File: src/rtl/ir_enc_pkg.sv
package ir_enc_pkg;
  // timing step is 5 us; all counts below are in steps
  localparam int unsigned LEAD_MARK_STEPS  = 1800;
  localparam int unsigned LEAD_SPACE_STEPS = 900;
  localparam int unsigned BIT_MARK_STEPS   = 112;
  localparam int unsigned ZERO_SPACE_STEPS = 113;
  localparam int unsigned ONE_SPACE_STEPS  = 338;
  localparam int unsigned REP_SPACE_STEPS  = 450;
  localparam int unsigned STOP_STEPS       = 112;
  localparam int unsigned FRAME_STEPS      = 21600;
  localparam int unsigned PAYLOAD_BITS     = 32;

  typedef enum logic [3:0] {
    ST_IDLE,
    ST_LEAD_MARK,
    ST_LEAD_SPACE,
    ST_BIT_MARK,
    ST_BIT_SPACE,
    ST_STOP,
    ST_GAP,
    ST_REP_MARK,
    ST_REP_SPACE
  } state_e;
endpackage

File: src/rtl/ir_enc_seg_timer.sv
module ir_enc_seg_timer #(
  parameter int unsigned W = 16
) (
  input  logic         clk_i,
  input  logic         rst_ni,
  input  logic         load_i,
  input  logic [W-1:0] len_i,    // segment length minus one
  output logic         done_o
);
  logic [W-1:0] cnt_q;

  always_ff @(posedge clk_i or negedge rst_ni) begin
    if (!rst_ni)            cnt_q <= '0;
    else if (load_i)        cnt_q <= len_i;
    else if (cnt_q != '0)   cnt_q <= cnt_q - 1'b1;
  end

  assign done_o = (cnt_q == '0);
endmodule

File: src/rtl/ir_enc_frame_grid.sv
module ir_enc_frame_grid #(
  parameter int unsigned PERIOD = 21600,
  localparam int unsigned W     = $clog2(PERIOD)
) (
  input  logic clk_i,
  input  logic rst_ni,
  input  logic restart_i,
  output logic wrap_o
);
  localparam logic [W-1:0] LAST = W'(PERIOD - 1);
  logic [W-1:0] cnt_q;

  always_ff @(posedge clk_i or negedge rst_ni) begin
    if (!rst_ni)              cnt_q <= '0;
    else if (restart_i)       cnt_q <= '0;
    else if (cnt_q == LAST)   cnt_q <= '0;
    else                      cnt_q <= cnt_q + 1'b1;
  end

  assign wrap_o = (cnt_q == LAST);
endmodule

File: src/rtl/ir_enc_payload.sv
module ir_enc_payload #(
  parameter bit          EXT_ADDR = 1'b0,
  parameter int unsigned NBITS    = 32,
  localparam int unsigned IW      = $clog2(NBITS)
) (
  input  logic             clk_i,
  input  logic             rst_ni,
  input  logic             latch_i,
  input  logic             adv_i,
  input  logic [7:0]       custom_i,
  input  logic [7:0]       custom_ext_i,
  input  logic [7:0]       data_i,
  output logic [NBITS-1:0] frame_o,
  output logic [IW-1:0]    idx_o
);
  logic [7:0] second_w;

  generate
    if (EXT_ADDR) begin : g_ext
      assign second_w = custom_ext_i;
    end else begin : g_inv
      logic [7:0] unused_ext;
      assign unused_ext = custom_ext_i;
      assign second_w   = ~custom_i;
    end
  endgenerate

  always_ff @(posedge clk_i or negedge rst_ni) begin
    if (!rst_ni) begin
      frame_o <= '0;
      idx_o   <= '0;
    end else if (latch_i) begin
      // bit 0 goes out first
      frame_o <= NBITS'({~data_i, data_i, second_w, custom_i});
      idx_o   <= '0;
    end else if (adv_i) begin
      idx_o   <= idx_o + 1'b1;
    end
  end
endmodule

File: src/rtl/ir_frame_enc.sv
module ir_frame_enc
  import ir_enc_pkg::*;
#(
  parameter int unsigned CLK_PER_STEP = 40,
  parameter bit          EXT_ADDR     = 1'b0
) (
  input  logic       clk_i,
  input  logic       rst_ni,
  input  logic       key_i,
  input  logic [7:0] custom_i,
  input  logic [7:0] custom_ext_i,
  input  logic [7:0] data_i,
  output logic       env_o,
  output logic       busy_o
);
  localparam int unsigned FRAME_CLKS = FRAME_STEPS * CLK_PER_STEP;
  localparam int unsigned CW         = $clog2(FRAME_CLKS);
  localparam int unsigned IW         = $clog2(PAYLOAD_BITS);

  localparam logic [CW-1:0] L_LEAD_M = CW'(LEAD_MARK_STEPS  * CLK_PER_STEP - 1);
  localparam logic [CW-1:0] L_LEAD_S = CW'(LEAD_SPACE_STEPS * CLK_PER_STEP - 1);
  localparam logic [CW-1:0] L_BIT_M  = CW'(BIT_MARK_STEPS   * CLK_PER_STEP - 1);
  localparam logic [CW-1:0] L_ZERO   = CW'(ZERO_SPACE_STEPS * CLK_PER_STEP - 1);
  localparam logic [CW-1:0] L_ONE    = CW'(ONE_SPACE_STEPS  * CLK_PER_STEP - 1);
  localparam logic [CW-1:0] L_REP_S  = CW'(REP_SPACE_STEPS  * CLK_PER_STEP - 1);
  localparam logic [CW-1:0] L_STOP   = CW'(STOP_STEPS       * CLK_PER_STEP - 1);
  localparam logic [IW-1:0] LAST_IDX = IW'(PAYLOAD_BITS - 1);

  state_e                  state_q, state_d;
  logic [CW-1:0]           len_d;
  logic                    seg_done, grid_wrap, latch, adv;
  logic [PAYLOAD_BITS-1:0] frame_w;
  logic [IW-1:0]           idx_w;

  ir_enc_seg_timer #(.W(CW)) u_seg (
    .clk_i  (clk_i),
    .rst_ni (rst_ni),
    .load_i (state_d != state_q),
    .len_i  (len_d),
    .done_o (seg_done)
  );

  ir_enc_frame_grid #(.PERIOD(FRAME_CLKS)) u_grid (
    .clk_i     (clk_i),
    .rst_ni    (rst_ni),
    .restart_i (latch),
    .wrap_o    (grid_wrap)
  );

  ir_enc_payload #(.EXT_ADDR(EXT_ADDR), .NBITS(PAYLOAD_BITS)) u_pay (
    .clk_i        (clk_i),
    .rst_ni       (rst_ni),
    .latch_i      (latch),
    .adv_i        (adv),
    .custom_i     (custom_i),
    .custom_ext_i (custom_ext_i),
    .data_i       (data_i),
    .frame_o      (frame_w),
    .idx_o        (idx_w)
  );

  always_comb begin
    state_d = state_q;
    len_d   = '0;
    latch   = 1'b0;
    adv     = 1'b0;
    unique case (state_q)
      ST_IDLE: if (key_i) begin
        state_d = ST_LEAD_MARK; len_d = L_LEAD_M; latch = 1'b1;
      end
      ST_LEAD_MARK: if (seg_done) begin
        state_d = ST_LEAD_SPACE; len_d = L_LEAD_S;
      end
      ST_LEAD_SPACE: if (seg_done) begin
        state_d = ST_BIT_MARK; len_d = L_BIT_M;
      end
      ST_BIT_MARK: if (seg_done) begin
        state_d = ST_BIT_SPACE; len_d = frame_w[idx_w] ? L_ONE : L_ZERO;
      end
      ST_BIT_SPACE: if (seg_done) begin
        adv = 1'b1;
        if (idx_w == LAST_IDX) begin
          state_d = ST_STOP; len_d = L_STOP;
        end else begin
          state_d = ST_BIT_MARK; len_d = L_BIT_M;
        end
      end
      ST_STOP: if (seg_done) state_d = key_i ? ST_GAP : ST_IDLE;
      ST_GAP: begin
        if (!key_i) state_d = ST_IDLE;
        else if (grid_wrap) begin
          state_d = ST_REP_MARK; len_d = L_LEAD_M;
        end
      end
      ST_REP_MARK: if (seg_done) begin
        state_d = ST_REP_SPACE; len_d = L_REP_S;
      end
      ST_REP_SPACE: if (seg_done) begin
        state_d = ST_STOP; len_d = L_STOP;
      end
      default: state_d = ST_IDLE;
    endcase
  end

  always_ff @(posedge clk_i or negedge rst_ni) begin
    if (!rst_ni) state_q <= ST_IDLE;
    else         state_q <= state_d;
  end

  assign env_o  = (state_q == ST_LEAD_MARK) || (state_q == ST_BIT_MARK) ||
                  (state_q == ST_STOP)      || (state_q == ST_REP_MARK);
  assign busy_o = (state_q != ST_IDLE) && (state_q != ST_GAP);
endmodule

File: config.mk
export PLATFORM = sky130hd
export DESIGN_NAME = ir_frame_enc
export DESIGN_NICKNAME = d
export VERILOG_FILES = /design/src/rtl/ir_enc_pkg.sv /design/src/rtl/ir_enc_seg_timer.sv /design/src/rtl/ir_enc_frame_grid.sv /design/src/rtl/ir_enc_payload.sv /design/src/rtl/ir_frame_enc.sv
export SDC_FILE = /design/constraint.sdc
export NUM_CORES = 1
export LEC_CHECK = 0
export ABC_AREA = 1
export BUFFER_PORTS_ARGS = -buffer_cell sky130_fd_sc_hd__buf_2
export CORE_ASPECT_RATIO = 2
export CORE_MARGIN = 2
export CORE_UTILIZATION = 35
export DETAILED_ROUTE_END_ITERATION = 10
export GPL_TIMING_DRIVEN = 0
export PLACE_DENSITY = 0.51
export SLEW_MARGIN = 10
export SYNTH_ARGS = -nofsm -noshare
export SYNTH_HDL_FRONTEND = slang
export SYNTH_SLANG_ARGS = --single-unit
File: constraint.sdc
create_clock -name clk_i -period 2.1 [get_ports clk_i]
set_clock_uncertainty 0.1 [all_clocks]
set_input_delay 0.315 -clock clk_i [delete_from_list [all_inputs] [get_ports clk_i]]
set_output_delay 0.315 -clock clk_i [all_outputs]
set_load 0.01 [all_outputs]
# Word level (Yosys, flattened, before mapping)
# Index checks and enable logic that the tools add are counted.
# word_totals
output_inout_bits	2
elab_cells	68
input_bits	27
reg_bits	81
# classes
n_eq_ne	12
n_reduce_logical	11
n_mux	34
n_lt_le_gt_ge	1
bitwise_logic	2
n_addsub	3
# ops
op	count
one-hot mux 17 bit (6 select lines)	1
2-to-1 mux 20 bit	4
2-to-1 mux 17 bit	3
2-to-1 mux 4 bit	10
one-hot mux 4 bit (9 select lines)	1
2-to-1 mux 14 bit	2
adder 20 x 1 -> 20 bit (second input constant)	1
equality test 20 bit (second input constant)	1
logical NOT 20 bit	1
nonzero test 20 bit	1
subtractor 20 x 1 -> 20 bit (second input constant)	1
equality test 4 x 3 -> 1 bit (second input constant)	4
2-to-1 mux 16 bit	1
NOT 8 bit	2
2-to-1 mux 15 bit	1
2-to-1 mux 13 bit	1
2-to-1 mux 5 bit	2
equality test 4 x 2 -> 1 bit (second input constant)	2
< comparator 5 x 6 -> 1 bit (second input constant)	1
2-to-1 mux 3 bit	2
adder 5 x 1 -> 5 bit (second input constant)	1
binary-select mux 1 bit (select 5 bit)	1
equality test 5 bit (second input constant)	1
2-to-1 mux 1 bit	5
10 further kinds	13

# Logic depth before layout (Yosys ltp)
# Gate-level depths: netlist of run 1.
# logic_depth
word_depth	6
mapped_depth	16
ltp_nobuf	15

# By module
# A second synthesis of run 1 with hierarchy kept.
# hier_totals
hier_cells	675
hier_area_um2	4864.7
# modules_own_cells
mod	area_each_um2	n_inst	seq_area_each_um2	cells_per_inst
ir_enc_payload	1391.3	1	925.9	131
ir_enc_seg_timer	1390.1	1	500.5	209
ir_enc_frame_grid	1173.6	1	500.5	156
ir_frame_enc	909.6	1	100.1	179

# Worst setup path after synthesis of run 1
# Ideal clock, no wire load.
# synth_timing
path_type	flip-flop to flip-flop
from	register u_seg.cnt_q[0]
to	register u_seg.cnt_q[16]
setup_ps	113
stages_incl_launch_ff	16
arrival_time_ps	1967
n_path_buf	2
required_time_ps	1887
path_slack_ps	-80
period_less_slack_ps	2180
path_cell_list	dfrtp_1 -> inv_1 -> ha_1 -> nand2_2 -> nor2_4 -> nand3_2 -> buf_6 -> nand3_2 -> nand2_2 -> nor2_4 -> nand3_1 -> nand3_4 -> buf_8 -> nand3_2 -> nand2_1 -> inv_1
# synth_between
elab_chain_len	5
elab_cells_between_ends	15
cone_classes	add/sub (1); eq/ne (1); mux (10); reduce/logical (3)
# synth_rtl
element	line	text
start, declared	ir_enc_seg_timer.sv:10	logic [W-1:0] cnt_q;
start signal, assigned	ir_enc_seg_timer.sv:14	else if (load_i) cnt_q <= len_i;
start signal, assigned	ir_enc_seg_timer.sv:15	else if (cnt_q != '0) cnt_q <= cnt_q - 1'b1;
parallel branches: the longest is 5 deep, another holds subtractor 20 x 1 -> 20 bit	n/a	
# Several ways; the timed one is not identified. The select of a mux whose other input is x is not followed.
# A chain may end at the register's enable or synchronous reset.

# Worst setup path after layout of run 1
# layout_timing
from	register u_seg.cnt_q[5]
to	register u_seg.cnt_q[7]
# layout_between
elab_chain_len	5
elab_cells_between_ends	18
cone_classes	add/sub (1); eq/ne (1); mux (13); reduce/logical (3)
# layout_rtl
element	line	text
logical NOT 20 bit (*)	ir_enc_seg_timer.sv:18	assign done_o = (cnt_q == '0);
2-to-1 mux 4 bit (tied with other cells)	ir_frame_enc.sv:98	ST_REP_SPACE: if (seg_done) begin
one-hot mux 4 bit (9 select lines) (*)	ir_frame_enc.sv:67	unique case (state_q)
net state_d[1]	ir_frame_enc.sv:29	state_e state_q, state_d;
inequality test 4 bit (*)	ir_frame_enc.sv:38	.load_i (state_d != state_q),
2-to-1 mux 20 bit or nonzero test 2 bit (tied branches)	n/a	
# The timed path passes the listed nets; every way through them passes the cells marked *. The select of a mux whose other input is x is not followed.

==> impl_metrics.ini, run 1 <==
[run_status]
run_status = finished with violations
failed_checks = negative setup slack

[route]
drc = 0
average_wire_per_standard_cell_um = 15.13
vias = 3981
ant_nets = 0
wl_mm = 11.90
drt-pass1-iter-count = 4
first_iter_violations = 156
post_drt_via_cell_ratio = 5.065

[sta]
report.final.slew_viol_count = 0
layout_worst_path_cycle_share_pct = 108.1
grt_setup_unrepaired = yes
hold_viol = 0
achievable-frequency_mhz = 440.4
max_slew.worst_pin.slew_ns = 0.6164
period_needed_ns = 2.270
setup_viol = 21
slew-limit-headroom_pct = 58.90
fin_ws_ns = -0.1705

[floorplan]
chipHeight_um = 162.4
initial_core_util_pct = 36.00
design.die.area_sq_um = 13510
pin_count = 29
core-area_sq_um = 12200
chipWidth_um = 83.20
placement_rows = 57

[placed_design]
place.detailed.instances = 721
place.port_buffers = 20
gp_congestion = 0.8042
detailed_place_hpwl_mm = 8.407

[job]
cap_violations = 0

[synth]
async_flop_share_pct = 100.0
synth.top_cells.by_area = sky130_fd_sc_hd__dfrtp_1 46%, sky130_fd_sc_hd__nand2_1 11%, sky130_fd_sc_hd__nor2_1 5.1%
post-synth-top-count-cell = sky130_fd_sc_hd__nand2_1
synth_ff_type = sky130_fd_sc_hd__dfrtp_1
synth.distinct_cells = 39
synth_top_cell_by_area = sky130_fd_sc_hd__dfrtp_1
synth.cell_area_sq_um = 4390
synth_edf_count = 0
synth_top_cells_by_count = 130 x sky130_fd_sc_hd__nand2_1, 81 x sky130_fd_sc_hd__dfrtp_1, 60 x sky130_fd_sc_hd__nor2_1, 56 x sky130_fd_sc_hd__inv_1, 38 x sky130_fd_sc_hd__nand3_1
syn_area_per_cell_sq_um = 7.939
syn_inst = 553
ys_seq_elements = 81
synth_warnings = 0
synth.top_cell.area_share_pct = 46.17
syn-num-nets = 584
ys_seq_area_share_pct = 46.17

[final_layout]
fillers = 1236
num-nets-final = 665
multi_input_area_sq_um = 2369
finalNonFillerCells = 786
area.sequential_sq_um = 2031
area_growth_syn_to_layout_pct = 32.20
antenna_cells_inserted = 0
layout-drive-gt1-share_pct = 30.05

[clock_tree]
cts_root_buf = sky130_fd_sc_hd__clkbuf_16
cts_tree = built
numCtsBuffers = 9
clock_path_buffers = 2
clkTransAtPathRegs_ns = 0.07
clock_insertion_delay_worst_skew_ns = 0.34
clk_sinks = 81
h-tree-depth = 3

[hold_path]
min_path_type = input port to flip-flop

[setup_path]
critical-path-max-stage-delay_ns = 0.42
endpoint_required_time_on_the_critical_path_ns = 2.24
crit_slowest_cell = sky130_fd_sc_hd__dfrtp_1
crit_path_max_fanout = 7
setup.worst_path.end_class = flip-flop
setup.worst_path.class = flip-flop to flip-flop
worst-path-buf-inv = 3
cp_data_arrival_time_ns = 2.41
worstPathCellList = nor2_2, nand2_2, nor2_4, nand3_2, buf_8, nand3_2, nand2_2, nor2_4, nand2_4, nand2_4, nand3_4, buf_12, buf_16, a21oi_2, nor2_2
path_delay_family = simple AND/OR/NAND/NOR gates
critPathLaunchType = flip-flop
reg2reg_slack_ns = -0.17

[power_and_ir_drop]
totalPowerFinal_uw = 3364
power-per-cell-area_nw_per_um2 = 579.5
p_leak_uw = 0.002766
vdd.ir_drop.worst_mv = 0.4641

[global_routing]
first_global_vias = 4141
largest_net_degree_at_the_start_of_global_routing = 46
grt.overflow.total = 0
antenna_found_initial = 0
global_route.usage.total_pct = 18.32
grt_first_pass_wirelength_mm = 19.75
==> path summary, 6_finish.rpt <==
kind,start,endpoint,cells past startpoint
max in group asynchronous,rst_ni,u_pay.idx_o[0],3
min reg2reg,u_pay.frame_o[5],u_pay.frame_o[5],2
max reg2reg,u_seg.cnt_q[5],u_seg.cnt_q[7],15
min in group asynchronous,rst_ni,u_grid.cnt_q[7],2
max,u_seg.cnt_q[5],u_seg.cnt_q[7],15
min,data_i[3],u_pay.frame_o[19],3
==> layer usage <==
layer,routed length [um],vias to the layer above,track usage (%),part of all wire [%]
met3,207,17,2.230,1.7
met4,329,0,7.377,2.8
met5,0,-,0,0
met2,6985,49,36.25,59
li1,-,1966,-,-
met1,4373,1949,19.09,37
==> power breakdown <==
part	switching, uW	total (uW)	internal (uW)	leakage [uW]
clock	694	1750	1050	0.000153
sequential	0	1560	1560	0.00100
combinational	37.7	55.0	17.3	0.00161
total	732	3360	2630	0.00277
==> through the flow <==
| step | hold slack [ns] | instance area [sq um] | util [%] | setup WS [ns] | setup TNS [ns] |
|---|---|---|---|---|---|
| final | 0.08058 | 5804 | 47.59 | -0.1705 | -2.473 |
| after global routing | 0.1011 | 5804 | 47.59 | -0.3352 | -6.093 |
| after CTS | 0.07426 | 5434 | 44.56 | -0.1546 | -1.835 |
| after detailed placement | 0.2675 | 4705 | 38.58 | -0.3408 | -6.306 |
| after global placement | 0.3457 | 4682 | 38.39 | -0.3560 | -14.08 |
| after floorplan | -0.08059 | 4398 | - | 0.008119 | 0 |
==> area by class of cell <==
cell class / instances / area share (%)
Buffer: 12 / 1.487
Clock buffer: 9 / 3.880
Clock inverter: 7 / 1.746
Inverter: 63 / 4.398
Multi-Input combinational cell: 397 / 40.81
Sequential cell: 81 / 34.99
Tap cell: 147 / 3.169
Timing Repair Buffer: 69 / 9.399
Timing Repair inverter: 1 / 0.1293
==> repair_timing <==
item	in CTS	in global routing
hold endpoints to repair	44	0
pin swaps	15	22
endpoints found under the setup margin	46	60
hold buffers	1	0
setup buffers	24	22
gates cloned	1	1
resized for setup	48	60
==> cells in the final DEF (no fill, tap or decap), drive strengths merged <==
cell type and count:
ha 4, nand3b 1, xnor2 7, nor3b 2
bufinv 2, nor3 14, o21a 17, dlygate4sd3 1
and3 1, nor4b 2, a31oi 3, clkinv 4
nor2 73, nand3 42, clkbuf 17, buf 72
nor4 2, dfrtp 81, clkinvlp 4, inv 61
nand2 136, or2 2, o211ai 1, nand4 12
a21oi 32, xor2 13, o21ai 33
==> worst register-to-register path, delay by kind of cell (launching register included) <==
kind	cells	cell delay, ns
compound gates	1	0.11
flops	1	0.42
buf+inv	3	0.44
simple gates	11	1.09
==> state kept, by name, indices dropped and copies added, names as in the netlist <==
register       cells
u_pay.frame_o     32
u_grid.cnt_q      20
state_q            4
u_seg.cnt_q       20
u_pay.idx_o        5
==> cells by family after synthesis <==
kind of cell             Yosys count  share of synthesized area (%)
AO/OA/AOI/OAI                     86                          11.29
XOR/XNOR                          20                          3.990
adder cells (fa/ha/maj)            4                          1.140
buffers and inverters             75                          6.896
flip-flops                        81                          46.17
AND/OR/NAND/NOR                  287                          30.52
Power figures use the tool's default switching activity.
==> run 2, diff against run 1 <==
Settings changed: GPL_TIMING_DRIVEN 0 to unset, PLACE_DENSITY 0.51 to unset, PLACE_DENSITY_LB_ADDON set to 0.05.
==> impl_metrics.ini, run 2 (same netlist as run 1, synthesis figures left out) <==
[clock_tree]
numCtsBuffers = 9
clock_path_buffers = 2
h-tree-depth = 3
clkTransAtPathRegs_ns = 0.07
cts_root_buf = sky130_fd_sc_hd__clkbuf_16
clock_insertion_delay_worst_skew_ns = 0.33
clk_sinks = 81
cts_tree = built

[route]
drt-pass1-iter-count = 4
first_iter_violations = 137
top_sig_layer = met4
routed_met1_length_mm = 4.425
vias = 4093
drc = 0
met2RoutedLength_mm = 6.968
ant_nets = 0
average_wire_per_standard_cell_um = 14.05
wl_mm = 11.79
post_drt_via_cell_ratio = 4.878
met3RoutedLength_um = 233

[power_and_ir_drop]
cellInternalPower_uw = 2749
p_switching_uw = 682.7
p_leak_uw = 0.003040
power-per-cell-area_nw_per_um2 = 554.8
seq_power_share_pct = 45.5
swShare_pct = 19.89
pwr-share-clk_pct = 52.9
vdd.ir_drop.worst_mv = 0.4556
p_comb_share_pct = 1.6

[final_layout]
largestRegisters = u_pay.frame_o (32), u_grid.cnt_q (20), u_seg.cnt_q (20)
layout-drive-gt1-share_pct = 34.54
multi_input_area_sq_um = 2326
antenna_cells_inserted = 0
num-nets-final = 718
final_common_cell = sky130_fd_sc_hd__nand2_1
area.sequential_sq_um = 2027
fillers = 1206
max_flop_register = u_pay.frame_o
finalInstanceArea_sq_um = 6186
largest_reg_flops = 32
finalNonFillerCells = 839
area_growth_syn_to_layout_pct = 40.89
layout_common_cells = 120 x sky130_fd_sc_hd__nand2_1, 104 x sky130_fd_sc_hd__buf_4, 81 x sky130_fd_sc_hd__dfrtp_1, 48 x sky130_fd_sc_hd__inv_1, 46 x sky130_fd_sc_hd__nor2_1

[sta]
fin_ws_ns = -0.03426
max_slew.worst_pin.slew_ns = 0.3810
achievable-frequency_mhz = 468.5
setup_viol = 10
grt_setup_unrepaired = yes
slew-limit-headroom_pct = 74.60
layout_worst_path_cycle_share_pct = 101.6
period_needed_ns = 2.134
report.final.slew_viol_count = 0
hold_viol = 0

[floorplan]
pin_count = 29
placement_rows = 57
chipHeight_um = 162.4
core-area_sq_um = 12200
initial_core_util_pct = 36.00
design.die.area_sq_um = 13510
chipWidth_um = 83.20

[global_routing]
global_route.usage.total_pct = 18.28
first_global_vias = 4270
grt_first_pass_wirelength_mm = 19.79
largest_net_degree_at_the_start_of_global_routing = 42
antenna_found_initial = 0
grt.overflow.total = 0

[setup_path]
cp_data_arrival_time_ns = 2.30
setup.worst_path.end_class = flip-flop
crit_path_max_fanout = 7
critPathLaunchType = flip-flop
setup.worst_path.class = flip-flop to flip-flop
endpoint_required_time_on_the_critical_path_ns = 2.27

[placed_design]
place.detailed.instances = 810
place.port_buffers = 20
detailed_place_hpwl_mm = 8.761
gp_congestion = 0.8810
placedInstanceArea_sq_um = 5409

[job]
cap_violations = 0

[run_status]
failed_checks = negative setup slack
run_status = finished with violations

[hold_path]
min_path_type = input port to flip-flop
## run 2: cell count changes in the layout (fill, tap and decap cells not counted), moves of 3 or more
cell | previous run | this run
sky130_fd_sc_hd__buf_4 | 41 | 104
sky130_fd_sc_hd__clkbuf_2 | 6 | 0
sky130_fd_sc_hd__dfrtp_1 | 78 | 81
sky130_fd_sc_hd__dfrtp_2 | 3 | 0
sky130_fd_sc_hd__nand2_4 | 7 | 4
## run 2: path summary, 6_finish.rpt
path	from	slack (ns)	cells after the start	endpoint
worst max-delay path	u_seg.cnt_q[12]	-0.03	14	u_seg.cnt_q[1]
worst min-delay path	custom_i[1]	0.09	3	u_pay.frame_o[1]
worst max register to register	u_seg.cnt_q[12]	-0.03	14	u_seg.cnt_q[1]
worst min register to register	u_pay.frame_o[6]	0.38	2	u_pay.frame_o[6]
max in group asynchronous	rst_ni	0.91	3	u_pay.idx_o[1]
min in group asynchronous	rst_ni	0.35	2	u_grid.cnt_q[15]
## run 2: per-stage QoR
stage	worst slack (ns)	power [uW]	hold slack [ns]	util (%)	TNS, ns
final	-0.03426	3432	0.09373	50.72	-0.2234
after global routing	-0.1700	3562	0.09334	50.72	-2.351
after CTS	-0.05783	3488	0.09065	48.65	-0.5331
after detailed placement	-0.1971	1647	0.1650	44.35	-1.556
after global placement	-0.1367	1646	0.1613	44.35	-0.9188
after floorplan	0.008119	1590	-0.08059	-	0
## run 2: power by group through the flow
stage / Sequential (uW) / Clock (uW) / Combinational (uW)
4_1_cts: 1560 / 1870 / 59.3
3_5_place_dp: 1590 / 0 / 57.7
3_3_place_gp: 1590 / 0 / 57.1
5_1_grt: 1560 / 1940 / 65.0
6_report: 1560 / 1820 / 55.5
2_1_floorplan: 1590 / 0 / 0.543
## run 2: metal layers
metal | up-vias | global-route usage, %
li1 | 2069 | -
met1 | 1967 | 19.42
met2 | 46 | 36.44
met3 | 11 | 2.686
met4 | 0 | 5.291
met5 | - | 0
## run 2: cell type report
class,instances,share of cell area [%]
multi-input combinational,397,37.60
sequential,81,32.77
timing repair buffer,135,17.03
inverter,63,4.066
clock buffer,10,3.701
tap,147,2.973
clock inverter,6,1.861
## run 2: worst max-delay path: stages (launching register included)
cell                      delay (ns)
sky130_fd_sc_hd__dfrtp_1        0.41
sky130_fd_sc_hd__nor2_4         0.15
sky130_fd_sc_hd__nand2_1        0.10
sky130_fd_sc_hd__nor2_4         0.13
sky130_fd_sc_hd__buf_4          0.14
sky130_fd_sc_hd__nand4_1        0.10
sky130_fd_sc_hd__nand2_1        0.07
sky130_fd_sc_hd__nand2_1        0.06
sky130_fd_sc_hd__nand2_2        0.12
sky130_fd_sc_hd__nand2_2        0.09
sky130_fd_sc_hd__nand2_4        0.08
sky130_fd_sc_hd__nand3_4        0.12
sky130_fd_sc_hd__nor2_4         0.24
sky130_fd_sc_hd__nand2_1        0.08
sky130_fd_sc_hd__nand2_1        0.05
## run 2: timing repair
action                                  CTS  global route
gates resized for setup                  30            56
gates cloned                              0             1
pin swaps                                12            11
hold endpoints to repair                 25             0
setup buffers                             7             5
endpoints found under the setup margin   21            34
hold buffers                              1             0
